`src/rtl/bank_pkg.sv`:
```
package bank_pkg;

    localparam int MODE_W    = 5;
    localparam int NLOGICAL  = 16;
    localparam int LIDX_W    = $clog2(NLOGICAL);
    localparam int NFIQ_HI   = 5;
    localparam int NEXC      = 5;
    localparam int NGPR      = NLOGICAL + NFIQ_HI + 2 * NEXC;
    localparam int PHYS_W    = $clog2(NGPR);
    localparam int FIQ_BASE  = NLOGICAL;
    localparam int SPL_BASE  = FIQ_BASE + NFIQ_HI;
    localparam int SLOT_W    = $clog2(NEXC);

    typedef enum logic [MODE_W-1:0] {
        MODE_USR = 5'b10000,
        MODE_FIQ = 5'b10001,
        MODE_IRQ = 5'b10010,
        MODE_SVC = 5'b10011,
        MODE_ABT = 5'b10111,
        MODE_UND = 5'b11011,
        MODE_SYS = 5'b11111
    } mode_e;

    typedef enum logic [1:0] {
        ACT_SOFT,
        ACT_ENTER,
        ACT_RETURN
    } act_e;

    function automatic logic mode_legal(input logic [MODE_W-1:0] m);
        return (m == MODE_USR) || (m == MODE_FIQ) || (m == MODE_IRQ) ||
               (m == MODE_SVC) || (m == MODE_ABT) || (m == MODE_UND) ||
               (m == MODE_SYS);
    endfunction

    function automatic logic mode_saved(input logic [MODE_W-1:0] m);
        return mode_legal(m) && (m != MODE_USR) && (m != MODE_SYS);
    endfunction

    function automatic logic [SLOT_W-1:0] saved_slot(input logic [MODE_W-1:0] m);
        logic [SLOT_W-1:0] s;
        case (m)
            MODE_FIQ: s = SLOT_W'(0);
            MODE_IRQ: s = SLOT_W'(1);
            MODE_SVC: s = SLOT_W'(2);
            MODE_ABT: s = SLOT_W'(3);
            default:  s = SLOT_W'(4);
        endcase
        return s;
    endfunction

    function automatic logic [PHYS_W-1:0] phys_index(input logic [MODE_W-1:0] m,
                                                     input logic [LIDX_W-1:0] r);
        logic [PHYS_W-1:0] p;
        p = PHYS_W'(r);
        if (r >= LIDX_W'(8) && r <= LIDX_W'(12)) begin
            if (m == MODE_FIQ)
                p = PHYS_W'(FIQ_BASE) + PHYS_W'(r - LIDX_W'(8));
        end else if (r == LIDX_W'(13) || r == LIDX_W'(14)) begin
            if (mode_saved(m))
                p = PHYS_W'(SPL_BASE) + PHYS_W'({saved_slot(m), 1'b0})
                    + PHYS_W'(r - LIDX_W'(13));
        end
        return p;
    endfunction

endpackage

```
`src/rtl/bank_map.sv`:
```
module bank_map
    import bank_pkg::*;
#(
    parameter int NPORT = 3
) (
    input  mode_e                              mode_i,
    input  logic                               narrow_i,
    input  logic [NPORT-1:0][LIDX_W-1:0]       idx_i,
    output logic [NPORT-1:0][PHYS_W-1:0]       phys_o
);

    for (genvar g = 0; g < NPORT; g++) begin : g_port
        logic [LIDX_W-1:0] eff;
        always_comb begin
            eff = idx_i[g];
            if (narrow_i)
                eff[LIDX_W-1] = 1'b0;
            phys_o[g] = phys_index(mode_i, eff);
        end
    end

endmodule

```
`src/rtl/bank_gpr.sv`:
```
module bank_gpr
    import bank_pkg::*;
#(
    parameter int XLEN = 32,
    parameter int NRD  = 2
) (
    input  logic                          clk,
    input  logic                          rst_n,
    input  logic                          we_i,
    input  logic [PHYS_W-1:0]             wphys_i,
    input  logic [XLEN-1:0]               wdata_i,
    input  logic [NRD-1:0][PHYS_W-1:0]    rphys_i,
    output logic [NRD-1:0][XLEN-1:0]      rdata_o
);

    logic [XLEN-1:0] store_q [NGPR];

    always_ff @(posedge clk) begin
        if (!rst_n) begin
            for (int i = 0; i < NGPR; i++)
                store_q[i] <= '0;
        end else if (we_i) begin
            store_q[wphys_i] <= wdata_i;
        end
    end

    for (genvar g = 0; g < NRD; g++) begin : g_rd
        always_comb begin
            if (we_i && (wphys_i == rphys_i[g]))
                rdata_o[g] = wdata_i;
            else
                rdata_o[g] = store_q[rphys_i[g]];
        end
    end

    AST_WRITE_LANDS: assert property (@(posedge clk) disable iff (!rst_n)
        ($past(rst_n) && $past(we_i) && (rphys_i[0] == $past(wphys_i))
         && !(we_i && (wphys_i == rphys_i[0])))
        |-> (rdata_o[0] == $past(wdata_i)));

endmodule

```
`src/rtl/bank_status.sv`:
```
module bank_status
    import bank_pkg::*;
#(
    parameter int              XLEN         = 32,
    parameter logic [XLEN-1:0] RESET_STATUS = 32'h0000_00D3
) (
    input  logic                 clk,
    input  logic                 rst_n,
    input  logic                 exc_take_i,
    input  logic [MODE_W-1:0]    exc_mode_i,
    input  logic                 exc_ret_i,
    input  logic                 cpsr_we_i,
    input  logic [XLEN-1:0]      cpsr_wdata_i,
    input  logic                 spsr_we_i,
    input  logic [XLEN-1:0]      spsr_wdata_i,
    output mode_e                mode_o,
    output logic [XLEN-1:0]      cpsr_o,
    output logic [XLEN-1:0]      spsr_o
);

    localparam int FLAG_W = XLEN - MODE_W;

    mode_e                        mode_q, mode_d;
    logic [FLAG_W-1:0]            flags_q, flags_d;
    logic [NEXC-1:0][XLEN-1:0]    saved_q, saved_d;
    act_e                         act;
    logic                         take_ok, ret_ok;

    // transition select
    always_comb begin
        take_ok = exc_take_i && mode_saved(exc_mode_i);
        ret_ok  = exc_ret_i && mode_saved(mode_q);
        if (take_ok)
            act = ACT_ENTER;
        else if (ret_ok)
            act = ACT_RETURN;
        else
            act = ACT_SOFT;
    end

    // next state
    always_comb begin
        mode_d  = mode_q;
        flags_d = flags_q;
        saved_d = saved_q;
        unique case (act)
            ACT_ENTER: begin
                saved_d[saved_slot(exc_mode_i)] = {flags_q, mode_q};
                mode_d = mode_e'(exc_mode_i);
            end
            ACT_RETURN: begin
                flags_d = spsr_o[XLEN-1:MODE_W];
                if (mode_legal(spsr_o[MODE_W-1:0]))
                    mode_d = mode_e'(spsr_o[MODE_W-1:0]);
            end
            ACT_SOFT: begin
                if (cpsr_we_i) begin
                    flags_d = cpsr_wdata_i[XLEN-1:MODE_W];
                    if (mode_legal(cpsr_wdata_i[MODE_W-1:0]))
                        mode_d = mode_e'(cpsr_wdata_i[MODE_W-1:0]);
                end
                if (spsr_we_i && mode_saved(mode_q))
                    saved_d[saved_slot(mode_q)] = spsr_wdata_i;
            end
            default: ;
        endcase
    end

    // state register
    always_ff @(posedge clk) begin
        if (!rst_n) begin
            mode_q  <= MODE_SVC;
            flags_q <= RESET_STATUS[XLEN-1:MODE_W];
            saved_q <= '0;
        end else begin
            mode_q  <= mode_d;
            flags_q <= flags_d;
            saved_q <= saved_d;
        end
    end

    // outputs
    always_comb begin
        mode_o = mode_q;
        cpsr_o = {flags_q, mode_q};
        unique case (mode_q)
            MODE_USR, MODE_SYS: spsr_o = {flags_q, mode_q};
            MODE_FIQ, MODE_IRQ, MODE_SVC, MODE_ABT, MODE_UND:
                spsr_o = saved_q[saved_slot(mode_q)];
            default: spsr_o = {flags_q, mode_q};
        endcase
    end

    AST_MODE_LEGAL: assert property (@(posedge clk) disable iff (!rst_n)
        mode_legal(mode_q));

    AST_ENTRY_SAVE: assert property (@(posedge clk) disable iff (!rst_n)
        take_ok |=> ((spsr_o == $past(cpsr_o)) && (cpsr_o[MODE_W-1:0] == $past(exc_mode_i))
                     && (cpsr_o[XLEN-1:MODE_W] == $past(cpsr_o[XLEN-1:MODE_W]))));

    AST_RETURN_LOAD: assert property (@(posedge clk) disable iff (!rst_n)
        (!take_ok && ret_ok && mode_legal(spsr_o[MODE_W-1:0])) |=> (cpsr_o == $past(spsr_o)));

    AST_SAVED_PROTECT: assert property (@(posedge clk) disable iff (!rst_n)
        (!take_ok && !mode_saved(mode_q)) |=> $stable(saved_q));

endmodule

```
`src/rtl/banked_regfile.sv`:
```
module banked_regfile
    import bank_pkg::*;
#(
    parameter int              XLEN         = 32,
    parameter logic [XLEN-1:0] RESET_STATUS = 32'h0000_00D3
) (
    input  logic              clk,
    input  logic              rst_n,
    input  logic              narrow_i,
    input  logic [3:0]        rs_a_idx,
    output logic [XLEN-1:0]   rs_a_data,
    input  logic [3:0]        rs_b_idx,
    output logic [XLEN-1:0]   rs_b_data,
    input  logic              rd_we,
    input  logic [3:0]        rd_idx,
    input  logic [XLEN-1:0]   rd_data,
    input  logic              exc_take,
    input  logic [4:0]        exc_mode,
    input  logic              exc_ret,
    input  logic              cpsr_we,
    input  logic [XLEN-1:0]   cpsr_wdata,
    input  logic              spsr_we,
    input  logic [XLEN-1:0]   spsr_wdata,
    output logic [XLEN-1:0]   cpsr_q,
    output logic [XLEN-1:0]   spsr_q,
    output logic [4:0]        mode_q
);

    localparam int NRD   = 2;
    localparam int NPORT = NRD + 1;

    mode_e                          cur_mode;
    logic [NPORT-1:0][LIDX_W-1:0]   idx_all;
    logic [NPORT-1:0][PHYS_W-1:0]   phys_all;
    logic [NRD-1:0][PHYS_W-1:0]     rphys;
    logic [NRD-1:0][XLEN-1:0]       rdata;

    assign idx_all = {rd_idx, rs_b_idx, rs_a_idx};
    assign rphys   = phys_all[NRD-1:0];

    bank_status #(.XLEN(XLEN), .RESET_STATUS(RESET_STATUS)) u_status (
        .clk          (clk),
        .rst_n        (rst_n),
        .exc_take_i   (exc_take),
        .exc_mode_i   (exc_mode),
        .exc_ret_i    (exc_ret),
        .cpsr_we_i    (cpsr_we),
        .cpsr_wdata_i (cpsr_wdata),
        .spsr_we_i    (spsr_we),
        .spsr_wdata_i (spsr_wdata),
        .mode_o       (cur_mode),
        .cpsr_o       (cpsr_q),
        .spsr_o       (spsr_q)
    );

    bank_map #(.NPORT(NPORT)) u_map (
        .mode_i   (cur_mode),
        .narrow_i (narrow_i),
        .idx_i    (idx_all),
        .phys_o   (phys_all)
    );

    bank_gpr #(.XLEN(XLEN), .NRD(NRD)) u_gpr (
        .clk     (clk),
        .rst_n   (rst_n),
        .we_i    (rd_we),
        .wphys_i (phys_all[NRD]),
        .wdata_i (rd_data),
        .rphys_i (rphys),
        .rdata_o (rdata)
    );

    assign rs_a_data = rdata[0];
    assign rs_b_data = rdata[1];
    assign mode_q    = cur_mode;

    AST_MODE_MATCH: assert property (@(posedge clk) disable iff (!rst_n)
        mode_q == cpsr_q[4:0]);

    AST_PC_SHARED: assert property (@(posedge clk) disable iff (!rst_n)
        (!narrow_i && rs_a_idx == 4'd15) |-> (phys_all[0] == PHYS_W'(15)));

endmodule

```
`config.mk`:
```
export PLATFORM = sky130hd
export DESIGN_NAME = banked_regfile
export DESIGN_NICKNAME = d
export VERILOG_FILES = /design/src/rtl/bank_pkg.sv /design/src/rtl/bank_map.sv /design/src/rtl/bank_gpr.sv /design/src/rtl/bank_status.sv /design/src/rtl/banked_regfile.sv
export SDC_FILE = /design/constraint.sdc
export NUM_CORES = 2
export LEC_CHECK = 0
export BUFFER_PORTS_ARGS = -buffer_cell sky130_fd_sc_hd__buf_2
export CAP_MARGIN = 15
export CORE_MARGIN = 3
export CORE_UTILIZATION = 30
export CTS_BUF_LIST = sky130_fd_sc_hd__clkbuf_8
export DETAILED_ROUTE_END_ITERATION = 10
export SYNTH_ARGS = -nofsm -noshare
export SYNTH_HDL_FRONTEND = slang
export SYNTH_SLANG_ARGS = --single-unit
export TNS_END_PERCENT = 1
```
`constraint.sdc`:
```
create_clock -name clk -period 6.74 [get_ports clk]
set_input_delay 0.674 -clock clk [delete_from_list [all_inputs] [get_ports clk]]
set_output_delay 0.674 -clock clk [all_outputs]
set_load 0.05 [all_outputs]
```
==> metrics.txt <==
skew final=between 0.06 and 0.07 ns; status=complete, no violations; Final WS setup=0.07245 ns; CTS tree=built; quantity of I/O buffers inserted on ports=253; Detailed Route WL=306600 um; clock root cell=clkbuf_8; total chip power=21350 uW; Clock Sinks=between 1000 and 1500; syn_area_per_cell=around 9.9 um2; initial antenna violation count=between 40 and 50; Max-cap violations=0; post-DP HPWL=about 190000 um; Worst Reg2Reg Path Length in Cells=15; row count=175; Final Hold Viols=0; placed cell count=approximately 9800; most frequent cells after synthesis=1024 x edfxtp_1, 1003 x and2_1, 926 x nand2_1; setup_tns=0 ns; Slew Viols, Final=0; die width=a little under 500 um; pre-CTS setup slack=0.3407 ns; Setup crit end kind=output pin; Routed Antenna Nets=0; Syn Nets=roughly 7100; CORE AREA=between 0.2 and 0.25 mm2; power per cell area=between 200 and 300 mW/mm2; die height=between 400 and 500 um; Worst Tran Pin Value=approximately 1.2 ns; Yosys top cell area share=between 40 and 50%; remaining routing DRC violations=0; vias=around 62000; Fin Hold WS=between 0.1 and 0.15 ns; Crit Path Max Fanout=52; cell taking the most area after synthesis=edfxtp_1; HP Class=primary input to flop; Peak VDD IR=approximately 0.22 mV; die area=~0.24 mm2; top cells by area, synth=edfxtp_1 45%, and2_1 9.1%, dfxtp_1 5.6%, nand2_1 5.0%, mux2i_1 4.4%; crit path kind=flop to output pin; RSZ-0062 raised after global routing=true; number of synthesized flops with an enable pin=between 1000 and 1500; Post-synth ARST share=0%; last element of the critical path=rs_b_data[3]; Slew Limit Headroom=between 15 and 20%; FF+latch count, synth=~1200; Post-synth top flop=edfxtp_1; startpoint types=flop; Setup violations, final=0; initial cell density of the core=30.25%; drt initial violations=9620; Congestion Overflow GR=0; routability congestion estimate from global placement=~0.96; fin nets=7163; vias per std cell=6.051; Layout area overhead=16.08%; first-pass GRT wire length=~430000 um; most frequent cell after synthesis=edfxtp_1; synthesis warning total=0; Max clock buf depth=3; insertion delay to the later sink of the worst-skew pair=1.00 ns; largest net degree at the start of global routing=between 100 and 150; sequential area share after synthesis=between 50% and 60%; Total Routing Usage GR=about a quarter; total CTS buffers=between 200 and 250; r2r setup slk=1.42 ns; CP Launch Point=u_status.mode_o[2]$_SDFFE_PN0P_; R2R Path Start=u_status.mode_o[2]$_SDFFE_PN0P_; Worst EP required=6.07 ns; WP data arrival=around 6.0 ns; Distinct cells, synth=93; Final Critical Period=6.668 ns; Gate Count Post-Synth=around 7000; fin crit share=98.93%; DR WL/cell=around 30 um; f_max=150.0 MHz; # H-tree levels=4; FILL cells=approximately 23000; fin cells=10222; CTS clk-pin slew, worst paths=0.06 ns; Hold Startpoint=cpsr_wdata[20]; Synth Cell Area=between 0.06 and 0.07 mm2; Detailed Routing Iterations Pass 1=8; I/O Pins=around 250; layout cell share with drive strength beyond 1=about 15%; Critical R2R Capture=u_gpr.store_q[26][18]$_SDFFCE_PN0P_; number of global-route vias before repair=just under 60000; Pleak=between 0.03 and 0.04 uW
==> worst min-delay path by stage <==
| stage | cells past startpoint | endpoint | slack, ns |
|---|---|---|---|
| 2_1_floorplan | 1 | u_status.saved_q[2]$_SDFFE_PN0P_ | 0.47 |
| 3_3_place_gp | 1 | u_status.saved_q[46]$_SDFFE_PN0P_ | 0.47 |
| 3_5_place_dp | 1 | u_status.saved_q[49]$_SDFFE_PN0P_ | 0.48 |
| 4_1_cts | 3 | u_status.flags_q[15]$_SDFFE_PN0P_ | 0.0004 |
| 5_1_grt | 3 | u_status.flags_q[11]$_SDFFE_PN0P_ | 0.03 |
| 6_report | 3 | u_status.flags_q[15]$_SDFFE_PN0P_ | 0.10 |
==> cells in the final DEF (no fill, tap or decap), drive strengths merged, types with 65 or more instances in the layout <==
| cell | synthesis | routed |
|---|---|---|
| a21oi | 355 | 355 |
| and2 | 1005 | 1005 |
| buf | 211 | 542 |
| clkbuf | 531 | 221 |
| clkinv | 0 | 65 |
| dfxtp | 192 | 192 |
| edfxtp | 1024 | 1024 |
| inv | 27 | 101 |
| mux2 | 111 | 111 |
| mux2i | 300 | 300 |
| nand2 | 927 | 927 |
| nand3 | 548 | 548 |
| nor2 | 207 | 207 |
| o211a | 158 | 158 |
| o211ai | 65 | 65 |
| o21ai | 196 | 196 |
| o22ai | 126 | 126 |
| or3 | 81 | 81 |
==> cell families after synthesis <==
logic type | count (synthesis) | share of synthesized area, %
AO/OA/AOI/OAI | 1559 | 16.44
XOR/XNOR | 16 | 0.2030
adder cells (fa/ha/maj) | 19 | 0.3735
buffers and inverters | 769 | 4.570
flip-flops | 1216 | 50.13
multiplexers | 411 | 6.162
AND/OR/NAND/NOR | 2996 | 22.13
==> sequential cells by signal (all words and copies together) (netlist names) <==
name / cells
u_gpr.store_q: 1024
u_status.saved_q: 160
u_status.flags_q: 27
u_status.mode_o: 5
==> power by group <==
part,internal [uW],switching [uW],total (uW)
logic,1750,4150,5900
registers,8490,261,8750
clock network,3340,3360,6700
total,13600,7770,21300
==> layout make-up <==
class	instances	area (um2)	area share (%)
diodes	33	82.58	0.1031
clock buffers	221	3042	3.797
clock inverters	150	909.6	1.135
flip-flops and latches	1216	34600	43.19
inverters	27	102.6	0.1281
multi-input cells	5003	32620	40.72
repair buffers	563	4994	6.233
well taps	3009	3765	4.700
==> stage by stage <==
stage,util (%),instance area (um2)
3_5_place_dp,33.00,75290
5_1_grt,35.09,80050
6_report,35.11,80110
4_1_cts,35.01,79890
2_1_floorplan,-,69010
3_3_place_gp,32.96,75200
==> worst max-delay path, stage by stage, from the launching register on <==
cell	delay (ns)
dfxtp_1	0.43
buf_6	0.22
inv_1	0.20
o22ai_2	0.29
buf_4	0.20
ha_2	0.18
ha_1	0.17
fa_1	0.45
o311ai_4	0.42
buf_6	0.54
buf_4	0.59
o21ai_0	0.23
nor4_1	0.30
o211ai_1	0.44
buf_12	0.30
==> what timing repair did <==
| action | CTS | global route |
|---|---|---|
| hold buffers | 21 | 0 |
| setup buffers | 15 | 0 |
| endpoints found under the setup margin | 64 | 58 |
| cloned | 0 | 2 |
| resized for setup | 43 | 15 |
| hold endpoints to repair | 21 | 0 |
| pin swaps | 6 | 3 |
==> layer usage <==
| layer | track usage [%] | wire [um] |
|---|---|---|
| met5 | 0 | 141 |
| met4 | 13.14 | 17100 |
| met3 | 5.925 | 34870 |
| met2 | 38.48 | 137900 |
| met1 | 31.51 | 116600 |
Power figures use the tool's default switching activity.
